**src/rtl/ptp_rx_pkg.sv**
```systemverilog
package ptp_rx_pkg;
  localparam logic [15:0] ETHTYPE_PTP   = 16'h88F7;
  localparam logic [15:0] EVT_PORT_RST  = 16'd319;
  localparam logic [3:0]  VER_ONE       = 4'd1;
  localparam logic [3:0]  VER_TWO       = 4'd2;
  localparam logic [3:0]  EVT_TYPE_MAX  = 4'd3;

  localparam int CTL_EN_BIT    = 0;
  localparam int CTL_V2_BIT    = 1;
  localparam int CTL_L2_BIT    = 2;
  localparam int CTL_VALID_BIT = 8;

  typedef enum logic [1:0] {
    A_CTRL   = 2'd0,
    A_FILTER = 2'd1,
    A_STAMPL = 2'd2,
    A_STAMPH = 2'd3
  } csr_addr_e;

  typedef struct packed {
    logic l2_en;
    logic v2_mode;
    logic enable;
  } ctl_t;
endpackage

```
**src/rtl/ptp_rx_qualify.sv**
```systemverilog
module ptp_rx_qualify
  import ptp_rx_pkg::*;
#(
  parameter int MSG_W  = 4,
  parameter int PORT_W = 16
) (
  input  logic              clk,
  input  logic              rst,
  input  ctl_t              ctl,
  input  logic [PORT_W-1:0] filt_port,
  input  logic [MSG_W-1:0]  filt_type,
  input  logic [15:0]       f_ethertype,
  input  logic              f_is_udp,
  input  logic [PORT_W-1:0] f_port,
  input  logic [3:0]        f_ver,
  input  logic [MSG_W-1:0]  f_type,
  output logic              qual
);
  logic udp_hit, l2_hit, evt_type;

  always_comb begin
    udp_hit  = f_is_udp && (f_port == filt_port);
    l2_hit   = !f_is_udp && ctl.l2_en && (f_ethertype == ETHTYPE_PTP);
    evt_type = (f_type <= MSG_W'(EVT_TYPE_MAX));
    if (ctl.v2_mode)
      qual = (f_ver == VER_TWO) && evt_type && (udp_hit || l2_hit);
    else
      qual = udp_hit && (f_ver == VER_ONE) && (f_type == filt_type);
  end

  // in version-1 mode only the programmed type passes
  p_v1_type_r3: assert property (@(posedge clk) disable iff (rst)
    (qual && !ctl.v2_mode) |-> (f_is_udp && f_type == filt_type));
  // an Ethernet-only frame passes only with the L2 enable set
  p_l2_gate_r5: assert property (@(posedge clk) disable iff (rst)
    (qual && !f_is_udp) |-> (ctl.l2_en && ctl.v2_mode));
endmodule

```
**src/rtl/ptp_rx_capture.sv**
```systemverilog
module ptp_rx_capture #(
  parameter int TIME_W = 64
) (
  input  logic              clk,
  input  logic              rst,
  input  logic              enable,
  input  logic              strobe,
  input  logic              qual,
  input  logic              release_rd,
  input  logic [TIME_W-1:0] now,
  output logic [TIME_W-1:0] stamp,
  output logic              valid
);
  logic take;

  always_comb take = strobe && qual && enable && !valid;

  always_ff @(posedge clk) begin
    if (rst) begin
      stamp <= '0;
      valid <= 1'b0;
    end else begin
      if (take) stamp <= now;
      if (valid) valid <= !release_rd;
      else       valid <= take;
    end
  end

  // no capture with enable clear
  p_no_cap_disabled_r2: assert property (@(posedge clk) disable iff (rst)
    (!enable && !valid) |=> !valid);
  // captured value is the time of the strobe cycle
  p_capture_time_r6: assert property (@(posedge clk) disable iff (rst)
    (strobe && qual && enable && !valid) |=> (valid && stamp == $past(now)));
  // held stamp is not overwritten
  p_hold_r7: assert property (@(posedge clk) disable iff (rst)
    valid |=> $stable(stamp));
  // high-word read releases the latch
  p_release_r8: assert property (@(posedge clk) disable iff (rst)
    (valid && release_rd) |=> !valid);
endmodule

```
**src/rtl/ptp_rx_csr.sv**
```systemverilog
module ptp_rx_csr
  import ptp_rx_pkg::*;
#(
  parameter int DATA_W = 32,
  parameter int MSG_W  = 4,
  parameter int PORT_W = 16,
  localparam int TIME_W = 2 * DATA_W
) (
  input  logic              clk,
  input  logic              rst,
  input  logic              wr,
  input  logic              rd,
  input  logic [1:0]        addr,
  input  logic [DATA_W-1:0] wdata,
  output logic [DATA_W-1:0] rdata,
  input  logic [TIME_W-1:0] stamp,
  input  logic              valid,
  output ctl_t              ctl,
  output logic [PORT_W-1:0] filt_port,
  output logic [MSG_W-1:0]  filt_type,
  output logic              release_rd
);
  localparam logic [DATA_W-1:0] FILT_RST = DATA_W'({EVT_PORT_RST, 16'h0000});

  logic [DATA_W-1:0] filt_q;
  logic [DATA_W-1:0] ctl_word;

  always_comb begin
    filt_port  = filt_q[DATA_W-1 -: PORT_W];
    filt_type  = filt_q[MSG_W-1:0];
    release_rd = rd && (addr == A_STAMPH);
    ctl_word   = '0;
    ctl_word[CTL_EN_BIT]    = ctl.enable;
    ctl_word[CTL_V2_BIT]    = ctl.v2_mode;
    ctl_word[CTL_L2_BIT]    = ctl.l2_en;
    ctl_word[CTL_VALID_BIT] = valid;
  end

  always_ff @(posedge clk) begin
    if (rst) begin
      ctl    <= '0;
      filt_q <= FILT_RST;
      rdata  <= '0;
    end else begin
      if (wr) begin
        case (addr)
          A_CTRL: begin
            ctl.enable  <= wdata[CTL_EN_BIT];
            ctl.v2_mode <= wdata[CTL_V2_BIT];
            ctl.l2_en   <= wdata[CTL_L2_BIT];
          end
          A_FILTER: filt_q <= wdata;
          default: ;
        endcase
      end
      if (rd) begin
        case (addr)
          A_CTRL:   rdata <= ctl_word;
          A_FILTER: rdata <= filt_q;
          A_STAMPL: rdata <= stamp[DATA_W-1:0];
          default:  rdata <= stamp[TIME_W-1:DATA_W];
        endcase
      end
    end
  end

  // reading the low word keeps the latch held
  p_low_keeps_r8: assert property (@(posedge clk) disable iff (rst)
    (rd && addr == A_STAMPL && valid) |=> valid);
endmodule

```
**src/rtl/ptp_rx_stamp_latch.sv**
```systemverilog
module ptp_rx_stamp_latch
  import ptp_rx_pkg::*;
#(
  parameter int DATA_W = 32,
  parameter int MSG_W  = 4,
  parameter int PORT_W = 16,
  localparam int TIME_W = 2 * DATA_W
) (
  input  logic              clk,
  input  logic              rst,
  input  logic              frm_start,
  input  logic [15:0]       frm_ethertype,
  input  logic              frm_is_udp,
  input  logic [PORT_W-1:0] frm_udp_port,
  input  logic [3:0]        frm_ptp_ver,
  input  logic [MSG_W-1:0]  frm_msg_type,
  input  logic [TIME_W-1:0] sys_time,
  input  logic              csr_wr,
  input  logic              csr_rd,
  input  logic [1:0]        csr_addr,
  input  logic [DATA_W-1:0] csr_wdata,
  output logic [DATA_W-1:0] csr_rdata
);
  ctl_t              ctl;
  logic [PORT_W-1:0] filt_port;
  logic [MSG_W-1:0]  filt_type;
  logic              qual, release_rd, valid;
  logic [TIME_W-1:0] stamp;

  ptp_rx_csr #(.DATA_W(DATA_W), .MSG_W(MSG_W), .PORT_W(PORT_W)) u_csr (
    .clk(clk), .rst(rst), .wr(csr_wr), .rd(csr_rd), .addr(csr_addr),
    .wdata(csr_wdata), .rdata(csr_rdata), .stamp(stamp), .valid(valid),
    .ctl(ctl), .filt_port(filt_port), .filt_type(filt_type),
    .release_rd(release_rd)
  );

  ptp_rx_qualify #(.MSG_W(MSG_W), .PORT_W(PORT_W)) u_qual (
    .clk(clk), .rst(rst), .ctl(ctl), .filt_port(filt_port),
    .filt_type(filt_type), .f_ethertype(frm_ethertype),
    .f_is_udp(frm_is_udp), .f_port(frm_udp_port), .f_ver(frm_ptp_ver),
    .f_type(frm_msg_type), .qual(qual)
  );

  ptp_rx_capture #(.TIME_W(TIME_W)) u_cap (
    .clk(clk), .rst(rst), .enable(ctl.enable), .strobe(frm_start),
    .qual(qual), .release_rd(release_rd), .now(sys_time),
    .stamp(stamp), .valid(valid)
  );
endmodule

```
**config.mk**
```make
export PLATFORM = sky130hd
export DESIGN_NAME = ptp_rx_stamp_latch
export DESIGN_NICKNAME = d
export VERILOG_FILES = /design/src/rtl/ptp_rx_pkg.sv /design/src/rtl/ptp_rx_qualify.sv /design/src/rtl/ptp_rx_capture.sv /design/src/rtl/ptp_rx_csr.sv /design/src/rtl/ptp_rx_stamp_latch.sv
export SDC_FILE = /design/constraint.sdc
export NUM_CORES = 1
export LEC_CHECK = 0
export ABC_AREA = 1
export BUFFER_PORTS_ARGS = -buffer_cell sky130_fd_sc_hd__buf_2
export CELL_PAD_IN_SITES_DETAIL_PLACEMENT = 1
export CELL_PAD_IN_SITES_GLOBAL_PLACEMENT = 1
export CORE_UTILIZATION = 36
export CTS_CLUSTER_SIZE = 20
export DETAILED_ROUTE_END_ITERATION = 6
export GPL_TIMING_DRIVEN = 0
export MAX_ROUTING_LAYER = met4
export PLACE_DENSITY = 0.84
export REMOVE_ABC_BUFFERS = 1
export SLEW_MARGIN = 40
export SYNTH_ARGS = -nofsm -noshare
export SYNTH_HDL_FRONTEND = slang
export SYNTH_HIERARCHICAL = 1
export SYNTH_SLANG_ARGS = --single-unit
```
**constraint.sdc**
```tcl
create_clock -name clk -period 2.25 [get_ports clk]
set_input_delay 0.225 -clock clk [delete_from_list [all_inputs] [get_ports clk]]
set_output_delay 0.225 -clock clk [all_outputs]
set_load 0.01 [all_outputs]
```
# After elaboration in Yosys (flattened, before gate mapping)
# Cells that the tools add are included.
op_classes:
  order_cmp: 1
  n_eq_ne: 8
  muxes: 3
  n_reduce_logical: 18
ops:
  columns: ["cell", "n"]
  rows:
  - ["32-bit one-hot mux with 3 select lines", 1]
  - ["16-bit equality test", 1]
  - ["16-bit equality test, second input constant", 1]
  - ["1-bit logical AND", 11]
  - ["2-bit equality test, second input constant", 2]
  - ["4-bit by 1-bit equality test with 1-bit output, second input constant", 1]
  - ["4-bit by 2-bit equality test with 1-bit output, second input constant", 1]
  - ["4-bit equality test", 1]
  - ["4-bit by 2-bit less-or-equal comparator with 1-bit output, second input constant", 1]
  - ["2-bit AND reduction", 2]
  - ["1-bit zero test", 3]
  - ["2-bit by 1-bit equality test with 1-bit output, second input constant", 1]
  - ["2-bit zero test", 1]
  - ["1-bit two-way mux", 2]
  - ["1-bit logical OR", 1]
totals:
  reg_bits: 132
  inputBits: 144
  output_inout_bits: 32
  elab_cells: 37

# Logic depth before layout (Yosys ltp)
# Gate-level depths: netlist of run 1.
depth:
  ltp_word: 10
  depth_mapped: 15
  ltp_nobuf: 13

# Cells and area by module
# The synthesis of run 1 kept the hierarchy.
modules_own_cells:
  columns: ["module", "instances", "cells_each", "area_per_inst_um2", "seq_area_each_um2"]
  rows:
  - ["ptp_rx_csr", 1, 468, 3224.3, 1341.3]
  - ["ptp_rx_capture", 1, 421, 2859.0, 1301.2]
  - ["ptp_rx_qualify", 1, 119, 501.7, 0.0]

# Worst setup path after synthesis of run 1
# Ideal clock, no wire load.
synth_path:
  path_type: "register to register"
  start: "reg u_csr.filt_q[18]"
  end: "reg u_cap.stamp[7]"
  setup_ns: 0.113
  arrival_time_ns: 1.459
  required_ns: 2.137
  slack_ns: 0.678
  path_stages_with_launch: 16
  n_path_buf: 2
  synth_period_minus_slack_ns: 1.572
  cell_sequence: "dfxtp_1 buf_4 inv_1 nand2_1 nand2_1 nor2_1 nand2_1 nor2_1 nand4_1 nand2_1 nand2_1 inv_2 buf_2 nand3_1 nand2_1 nor2_1"
synth_between:
  elab_chain_cells: 8
  word_cells_on_any_way: 10
  classes_between: "eq/ne (1); mux (1); reduce/logical (8)"
synth_rtl:
  columns: ["element", "line_no", "rtl"]
  rows:
  - ["start, declared", "ptp_rx_csr.sv:25", "logic [DATA_W-1:0] filt_q;"]
  - ["start signal, assigned", "ptp_rx_csr.sv:52", "A_FILTER: filt_q <= wdata;"]
  - ["16-bit equality test (*)", "ptp_rx_qualify.sv:22", "udp_hit = f_is_udp && (f_port == filt_port);"]
  - ["1-bit logical AND (*)", "ptp_rx_qualify.sv:22", null]
  - ["1-bit logical AND or 1-bit logical OR (tied branches)", "ptp_rx_qualify.sv:28, ptp_rx_qualify.sv:26", null]
  - ["1-bit logical AND (on tied branches)", "ptp_rx_qualify.sv:28, ptp_rx_qualify.sv:26", null]
  - ["1-bit two-way mux (*)", "ptp_rx_qualify.sv:25", "if (ctl.v2_mode)"]
  - ["via qual", "ptp_rx_stamp_latch.sv:27", "logic qual, release_rd, valid;"]
  - ["1-bit logical AND (*) (3 in series)", "ptp_rx_capture.sv:16", "always_comb take = strobe && qual && enable && !valid;"]
  - ["end signal, assigned", "ptp_rx_capture.sv:23", "if (take) stamp <= now;"]
  - ["end, declared", "ptp_rx_capture.sv:11", "output logic [TIME_W-1:0] stamp,"]
# Mark *: on every way through the listed nets, which the timed path passes. The rest lies on a longest branch.
# A chain may end at the register's enable or synchronous reset.

# Final worst setup path of run 1
layout_path:
  start: "reg u_csr.filt_q[20]"
  end: "reg u_cap.stamp[0]"
# The elaborated chain is that of the path after synthesis.

==> metrics.yaml, run 1 <==
fmax_mhz: 502.2
slew_headroom_pct: 53.01
crit_path_max_fanout: 64
r2r_slack_ns: 0.26
tns_ns: 0
yosysWarnings: 6
fin_crit_sh_pct: 88.50
synth_compound_area_share_pct: 9.063
fp.dieH_um: 137.2
drtAntennaViolNets: 0
drc: 0
worst-path-buf-inv: 2
drt-total-wl_um: 20440
peakVddDrop_mv: 0.4918
final-max-slew-violation-count: 0
synth_top_family_by_area: "simple AND/OR/NAND/NOR gates"
synth_cell_types: 31
area_growth_pct: 21.79
setup_viol: 0
clk_latency_ns: 0.41
cts_root_buf: "clkbuf_16"
worstRegToRegCells: 13
drt-pass1-iter-count: 4
finClkSkew_ns: 0.007199
worstPathRequired_ns: 2.55
dpl_cell_area_um2: 7356
hold_path_depth: 3
avgSynthCellArea_um2: 6.533
cts_tree: "done"
grt_pass1_vias: 6361
min_delay_worst_endpoint: "u_csr/filt_q[21]"
synth_xor_area_share_pct: 0.3990
cts.htree.levels: 4
synthSimpleGateAreaFrac_pct: 34.13
fin_crit_ns: 1.991
hold_start: "csr_wdata[21]"
num-fill-cells: 2452
ioPinCount: 176
min_path_type: "in2reg"
cp_top_family: "simple AND/OR/NAND/NOR gates"
cap_violations: 0
synth_top_cell_by_area: "dfxtp_1"
design_area_um2: 8020
ys_ff_latch: 132
r2r_end: "u_cap/stamp[0]"
worstSetupPathDepth: 13
holdBufCountCts: 0
path_class: "reg2reg"
clockBufferDepth: 2
portBuffers: 175
yosys-top-cells-area: "dfxtp_1 (40%), nand2_1 (14%), nor2_1 (10%), inv_1 (7.8%), nand3_1 (6.2%)"
yosys.area_share.adder_pct: 0
grt_usage_pct: 23.01
synth_area_um2: 6585
critPathMaxStageDelay_ns: 0.38
path_cells: "inv_1, nand2_1, nand2_1, nor2_1, nand2_1, nor2_1, nand4_1, nand2_1, nand2_1, inv_8, nand3_1, nand2_1, nor2_1"
r2r_start: "u_csr/filt_q[20]"
start_kind: "register"
grt_setup_unrepaired: "false"
row_count: 49
seq_area_frac_synth_pct: 40.13
grt-ovfl-total: 0
grt_first_pass_wirelength_um: 31730
outcome: "finished, final reports clean"
cp-end-kind: "register"
dieArea_um2: 18840
avgViaCountPerCell: 4.728
numCtsBuffers: 17
cp.arrival_ns: 2.29
start_util_pct: 36.66
utilization_pct: 44.65
cts.clk_slew.worst_paths_ns: 0.06
cp_common_cell: "nand2_1"
p_per_area_nw_per_um2: 746.0
drive_above_1_share_pct: 21.09
via_count: 6548
gp_congestion: 0.7917
tightest_slew_ns: 0.7049
grt_max_degree: 65
syn_inst: 1008
p_leak_nw: 3.898
coreArea_um2: 17960
num-nets-final: 1283
die_width_um: 137.2
drt-initial-drc-count: 288
hold_viol_final: 0
synth.top_cell.area_share_pct: 40.13
synth_mux_area_share_pct: 0
antenna_found_initial: 4
wl_per_cell_um: 14.76
cpMaxStageDelayCell: "dfxtp_1"
dp_hpwl_um: 13580
cts.sinks: 132
==> metal layers <==
metal | up-vias | GRT usage, % | share of wire (%)
met5 | - | - | 0
met2 | 167 | 39.14 | 49
met4 | 0 | 7.998 | 1.8
li1 | 3327 | - | -
met1 | 3029 | 27.14 | 44
met3 | 25 | 4.231 | 4.9
==> logic make-up after synthesis <==
group / count (synthesis)
simple gates: 541
xor+xnor: 3
compound gates: 115
buf+inv: 217
flops: 132
==> layout by cell type, fill, tap and decap left out, types with 3 or more instances in the layout <==
| cell type | count |
|---|---|
| clkinvlp_4 | 5 |
| nand3_1 | 81 |
| clkbuf_16 | 17 |
| o21ai_1 | 3 |
| nor2_2 | 10 |
| nor2_1 | 183 |
| nand2_1 | 251 |
| diode_2 | 4 |
| bufinv_16 | 4 |
| xor2_1 | 3 |
| clkinv_2 | 3 |
| nand4_1 | 3 |
| a21oi_1 | 29 |
| dfxtp_1 | 132 |
| inv_4 | 3 |
| o21ai_0 | 68 |
| a31oi_1 | 13 |
| buf_2 | 174 |
| buf_4 | 3 |
| inv_1 | 136 |
| inv_2 | 4 |
| buf_8 | 4 |
==> tightest hold or removal path, cell delays in order <==
cell and delay [ns]:
buf_2 0.08, nand2_1 0.04, nand3_1 0.06
==> layout make-up <==
type	count	area [µm²]	share of cell area (%)
antenna	4	10.01	0.1248
clock buffer	19	452.9	5.647
clock inverter	13	181.4	2.262
inverter	146	568.0	7.083
multi-input combinational	659	2870	35.79
sequential	132	2643	32.95
tap	229	286.5	3.573
timing repair buffer	183	1008	12.57
==> worst max-delay path by stage <==
stage / startpoint / endpoint
6_report: u_csr/filt_q[20] / u_cap/stamp[0]
5_1_grt: u_csr/filt_q[22] / u_cap/stamp[25]
4_1_cts: u_csr/filt_q[22] / u_cap/stamp[39]
3_5_place_dp: u_csr/filt_q[22] / u_cap/stamp[27]
3_3_place_gp: u_csr/filt_q[22] / u_cap/stamp[20]
2_1_floorplan: u_csr/filt_q[18] / u_cap/stamp[0]
==> state kept, by name (all words and copies together), names as in the netlist <==
signal / flops
u_csr/filt_q: 32
u_cap/valid: 1
u_cap/stamp: 64
u_csr/ctl: 3
u_csr/rdata: 32
==> synthesized netlist by cell type <==
library cell / number
xor2_1: 3
nand2_4: 1
inv_1: 137
o211ai_1: 2
nor2_2: 10
dfxtp_1: 132
buf_4: 24
nor3_2: 2
inv_6: 1
buf_8: 2
clkinv_1: 1
nand3_1: 81
nor2_1: 183
o21ai_1: 3
inv_2: 5
a31oi_1: 13
nand2_8: 1
buf_1: 3
clkbuf_1: 14
inv_4: 2
nor2_8: 1
nand2_1: 251
o21ai_0: 68
nand3b_1: 2
buf_6: 16
nand4_1: 3
a21oi_1: 29
nand2_2: 2
nor3_1: 2
nor2_4: 2
buf_2: 12
==> power breakdown <==
group	leakage (nW)	internal, mW	switching [mW]
clock network	0.297	1.91	1.07
logic	2.53	0.222	0.351
registers	1.07	2.40	0.0374
total	3.90	4.53	1.46
==> stage by stage <==
stage / hold slack, ns / power, mW / setup WS, ns / instances
after floorplan: 0.2941 / 2.747 / 0.2285 / 937
after global placement: 0.4251 / 3.031 / -0.5495 / 1341
after detailed placement: 0.4325 / 3.056 / 0.02424 / 1347
after CTS: 0.0002305 / 6.045 / 0.0005451 / 1381
after global routing: 0.01924 / 6.226 / 0.005524 / 1385
final: 0.02367 / 5.983 / 0.2586 / 1385
==> timing repair <==
action                     4_1_cts  5_1_grt
pin swaps                        1        0
setup endpoints to repair        7       64
buffers inserted                 2        0
hold endpoints to repair         0        0
resized for setup                0        3
Note: power is estimated with default switching activity, not from simulation.
==> inputs of run 2 (changes only) <==
--- a/config.mk
+++ b/config.mk
@@ -16,6 +16,7 @@
 export MAX_ROUTING_LAYER = met4
 export PLACE_DENSITY = 0.84
 export REMOVE_ABC_BUFFERS = 1
+export SETUP_SLACK_MARGIN = 0.4
 export SLEW_MARGIN = 40
 export SYNTH_ARGS = -nofsm -noshare
 export SYNTH_HDL_FRONTEND = slang
==> metrics.yaml, run 2 (synthesized netlist as in run 1, its figures left out) <==
outcome: "finished, final reports clean"
hold_viol_final: 0
ioPinCount: 176
row_count: 49
hold_ws_ns: 0.02248
worstSetupPathDepth: 12
num-fill-cells: 2432
grt-ovfl-total: 0
grt_max_degree: 65
pre_cts_ws_ns: 0.02424
top_regs: "u_cap/stamp: 64 flops, u_csr/filt_q: 32 flops, u_csr/rdata: 32 flops"
tightest_slew_ns: 0.6993
path_class: "reg2reg"
clockBufferDepth: 2
worstPathRequired_ns: 2.59
grt_pass1_vias: 6387
die_width_um: 137.2
r2r_end: "u_cap/stamp[27]"
grt_usage_pct: 23.15
numCtsBuffers: 17
r2r_start: "u_csr/ctl[1]"
grt_setup_unrepaired: "true"
cp_common_cell: "nor2_1"
cts.sinks: 132
fp.dieH_um: 137.2
cap_violations: 0
grt_first_pass_wirelength_um: 31930
setup_viol: 0
cts.htree.levels: 4
antenna_found_initial: 4
area_growth_pct: 25.50
peakVddDrop_mv: 0.4936
gp_congestion: 0.7917
crit_start: "u_csr/ctl[1]"
largest_reg_flops: 64
num-nets-final: 1291
cp_top_family: "simple AND/OR/NAND/NOR gates"
fin_crit_ns: 1.926
path_cells: "inv_1, nor3_1, nand3_1, nand2_1, nand4_1, nand2_2, nand2_4, nor2_4, buf_12, clkbuf_16, nor2_1, nor2_1"
final-max-slew-violation-count: 0
portBuffers: 175
fin_crit_sh_pct: 85.61
regMostFlops: "u_cap/stamp"
p_per_area_nw_per_um2: 726.5
cpMaxStageDelayCell: "dfxtp_2"
cp-endpoint: "u_cap/stamp[27]"
via_count: 6608
cp.arrival_ns: 2.27
wl_per_cell_um: 15.26
min_path_type: "in2reg"
finClkSkew_ns: 0.007472
mostFrequentLayoutCell: "nand2_1"
drt-pass1-iter-count: 6
drt-total-wl_um: 21250
dp_hpwl_um: 13580
slew_headroom_pct: 53.38
cts_root_buf: "clkbuf_16"
cp-end-kind: "register"
coreArea_um2: 17960
r2r_slack_ns: 0.32
holdBufCountCts: 0
start_kind: "register"
drc: 0
cts.clk_slew.worst_paths_ns: 0.06
cts_tree: "done"
drive_above_1_share_pct: 24.57
fin_ws_ns: 0.3237
start_util_pct: 36.66
dieArea_um2: 18840
layout_common_cells: "nand2_1 (248), buf_2 (174), nor2_1 (165), inv_1 (134), dfxtp_1 (122)"
drt-initial-drc-count: 252
clk_latency_ns: 0.41
avgViaCountPerCell: 4.744
drtAntennaViolNets: 0
p_leak_nw: 4.012
crit_path_max_fanout: 10
critPathMaxStageDelay_ns: 0.34
fmax_mhz: 519.1
worstRegToRegCells: 12
worst-path-buf-inv: 3
## run 2: cell types whose count changed in the layout (fill, tap and decap cells not counted), sizes merged
cell    change
buf         +5
clkbuf      +3
## run 2: what timing repair did
item                                    in CTS  in global routing
pin swaps                                    1                 41
resized for setup                           14                 36
gates cloned                                 0                  4
buffers inserted                             4                  2
endpoints found under the setup margin      65                 65
## run 2: area by class of cell
cell class	instances	area, µm²	share of cell area (%)
diodes	4	10.01	0.1211
flip-flops and latches	132	2658	32.16
clock inverters	13	181.4	2.195
multi-input cells	659	2945	35.64
clock buffers	19	452.9	5.481
inverters	146	573.1	6.934
repair buffers	191	1157	14.00
well taps	229	286.5	3.467
## run 2: worst min-delay path by stage
stage,startpoint,endpoint,slack (ns),cells past startpoint
CTS,csr_wdata[21],u_csr/filt_q[21],0.0002,3
floorplan,rst,u_csr/filt_q[0],0.29,1
detailed placement,csr_wdata[21],u_csr/filt_q[21],0.43,3
finish,csr_wdata[19],u_csr/filt_q[19],0.02,3
global route,csr_wdata[21],u_csr/filt_q[21],0.02,3
global placement,csr_wdata[21],u_csr/filt_q[21],0.43,3
## run 2: routing by layer
layer	part of all wire, %	vias to the layer above	GRT usage (%)
li1	-	3345	-
met1	45	3084	27.25
met2	50	154	39.56
met3	4.3	25	4.157
met4	1.6	0	7.998
met5	0	-	-
## run 2: metrics by stage
| step | cell area [µm²] | util (%) | TNS (ns) | cells | total power [mW] |
|---|---|---|---|---|---|
| final | 8264 | 46.01 | 0 | 1393 | 6.004 |
| after global routing | 8264 | 46.01 | 0 | 1393 | 6.231 |
| after CTS | 8056 | 44.85 | 0 | 1383 | 6.047 |
| after detailed placement | 7356 | 40.95 | 0 | 1347 | 3.056 |
| after global placement | 7233 | 40.27 | -34.09 | 1341 | 3.031 |
| after floorplan | 6071 | - | 0 | 937 | 2.747 |
## run 2: power breakdown
group | switching, mW | leakage [nW] | total, mW | internal (mW)
clock | 1.08 | 0.297 | 2.99 | 1.91
sequential | 0.0376 | 1.07 | 2.43 | 2.40
combinational | 0.357 | 2.64 | 0.581 | 0.225
## run 2: worst register-to-register path: cells and delay by family, from the launching register on
family / cells / cell delay (ns)
buf+inv: 3 / 0.38
simple gates: 9 / 1.12
flops: 1 / 0.34
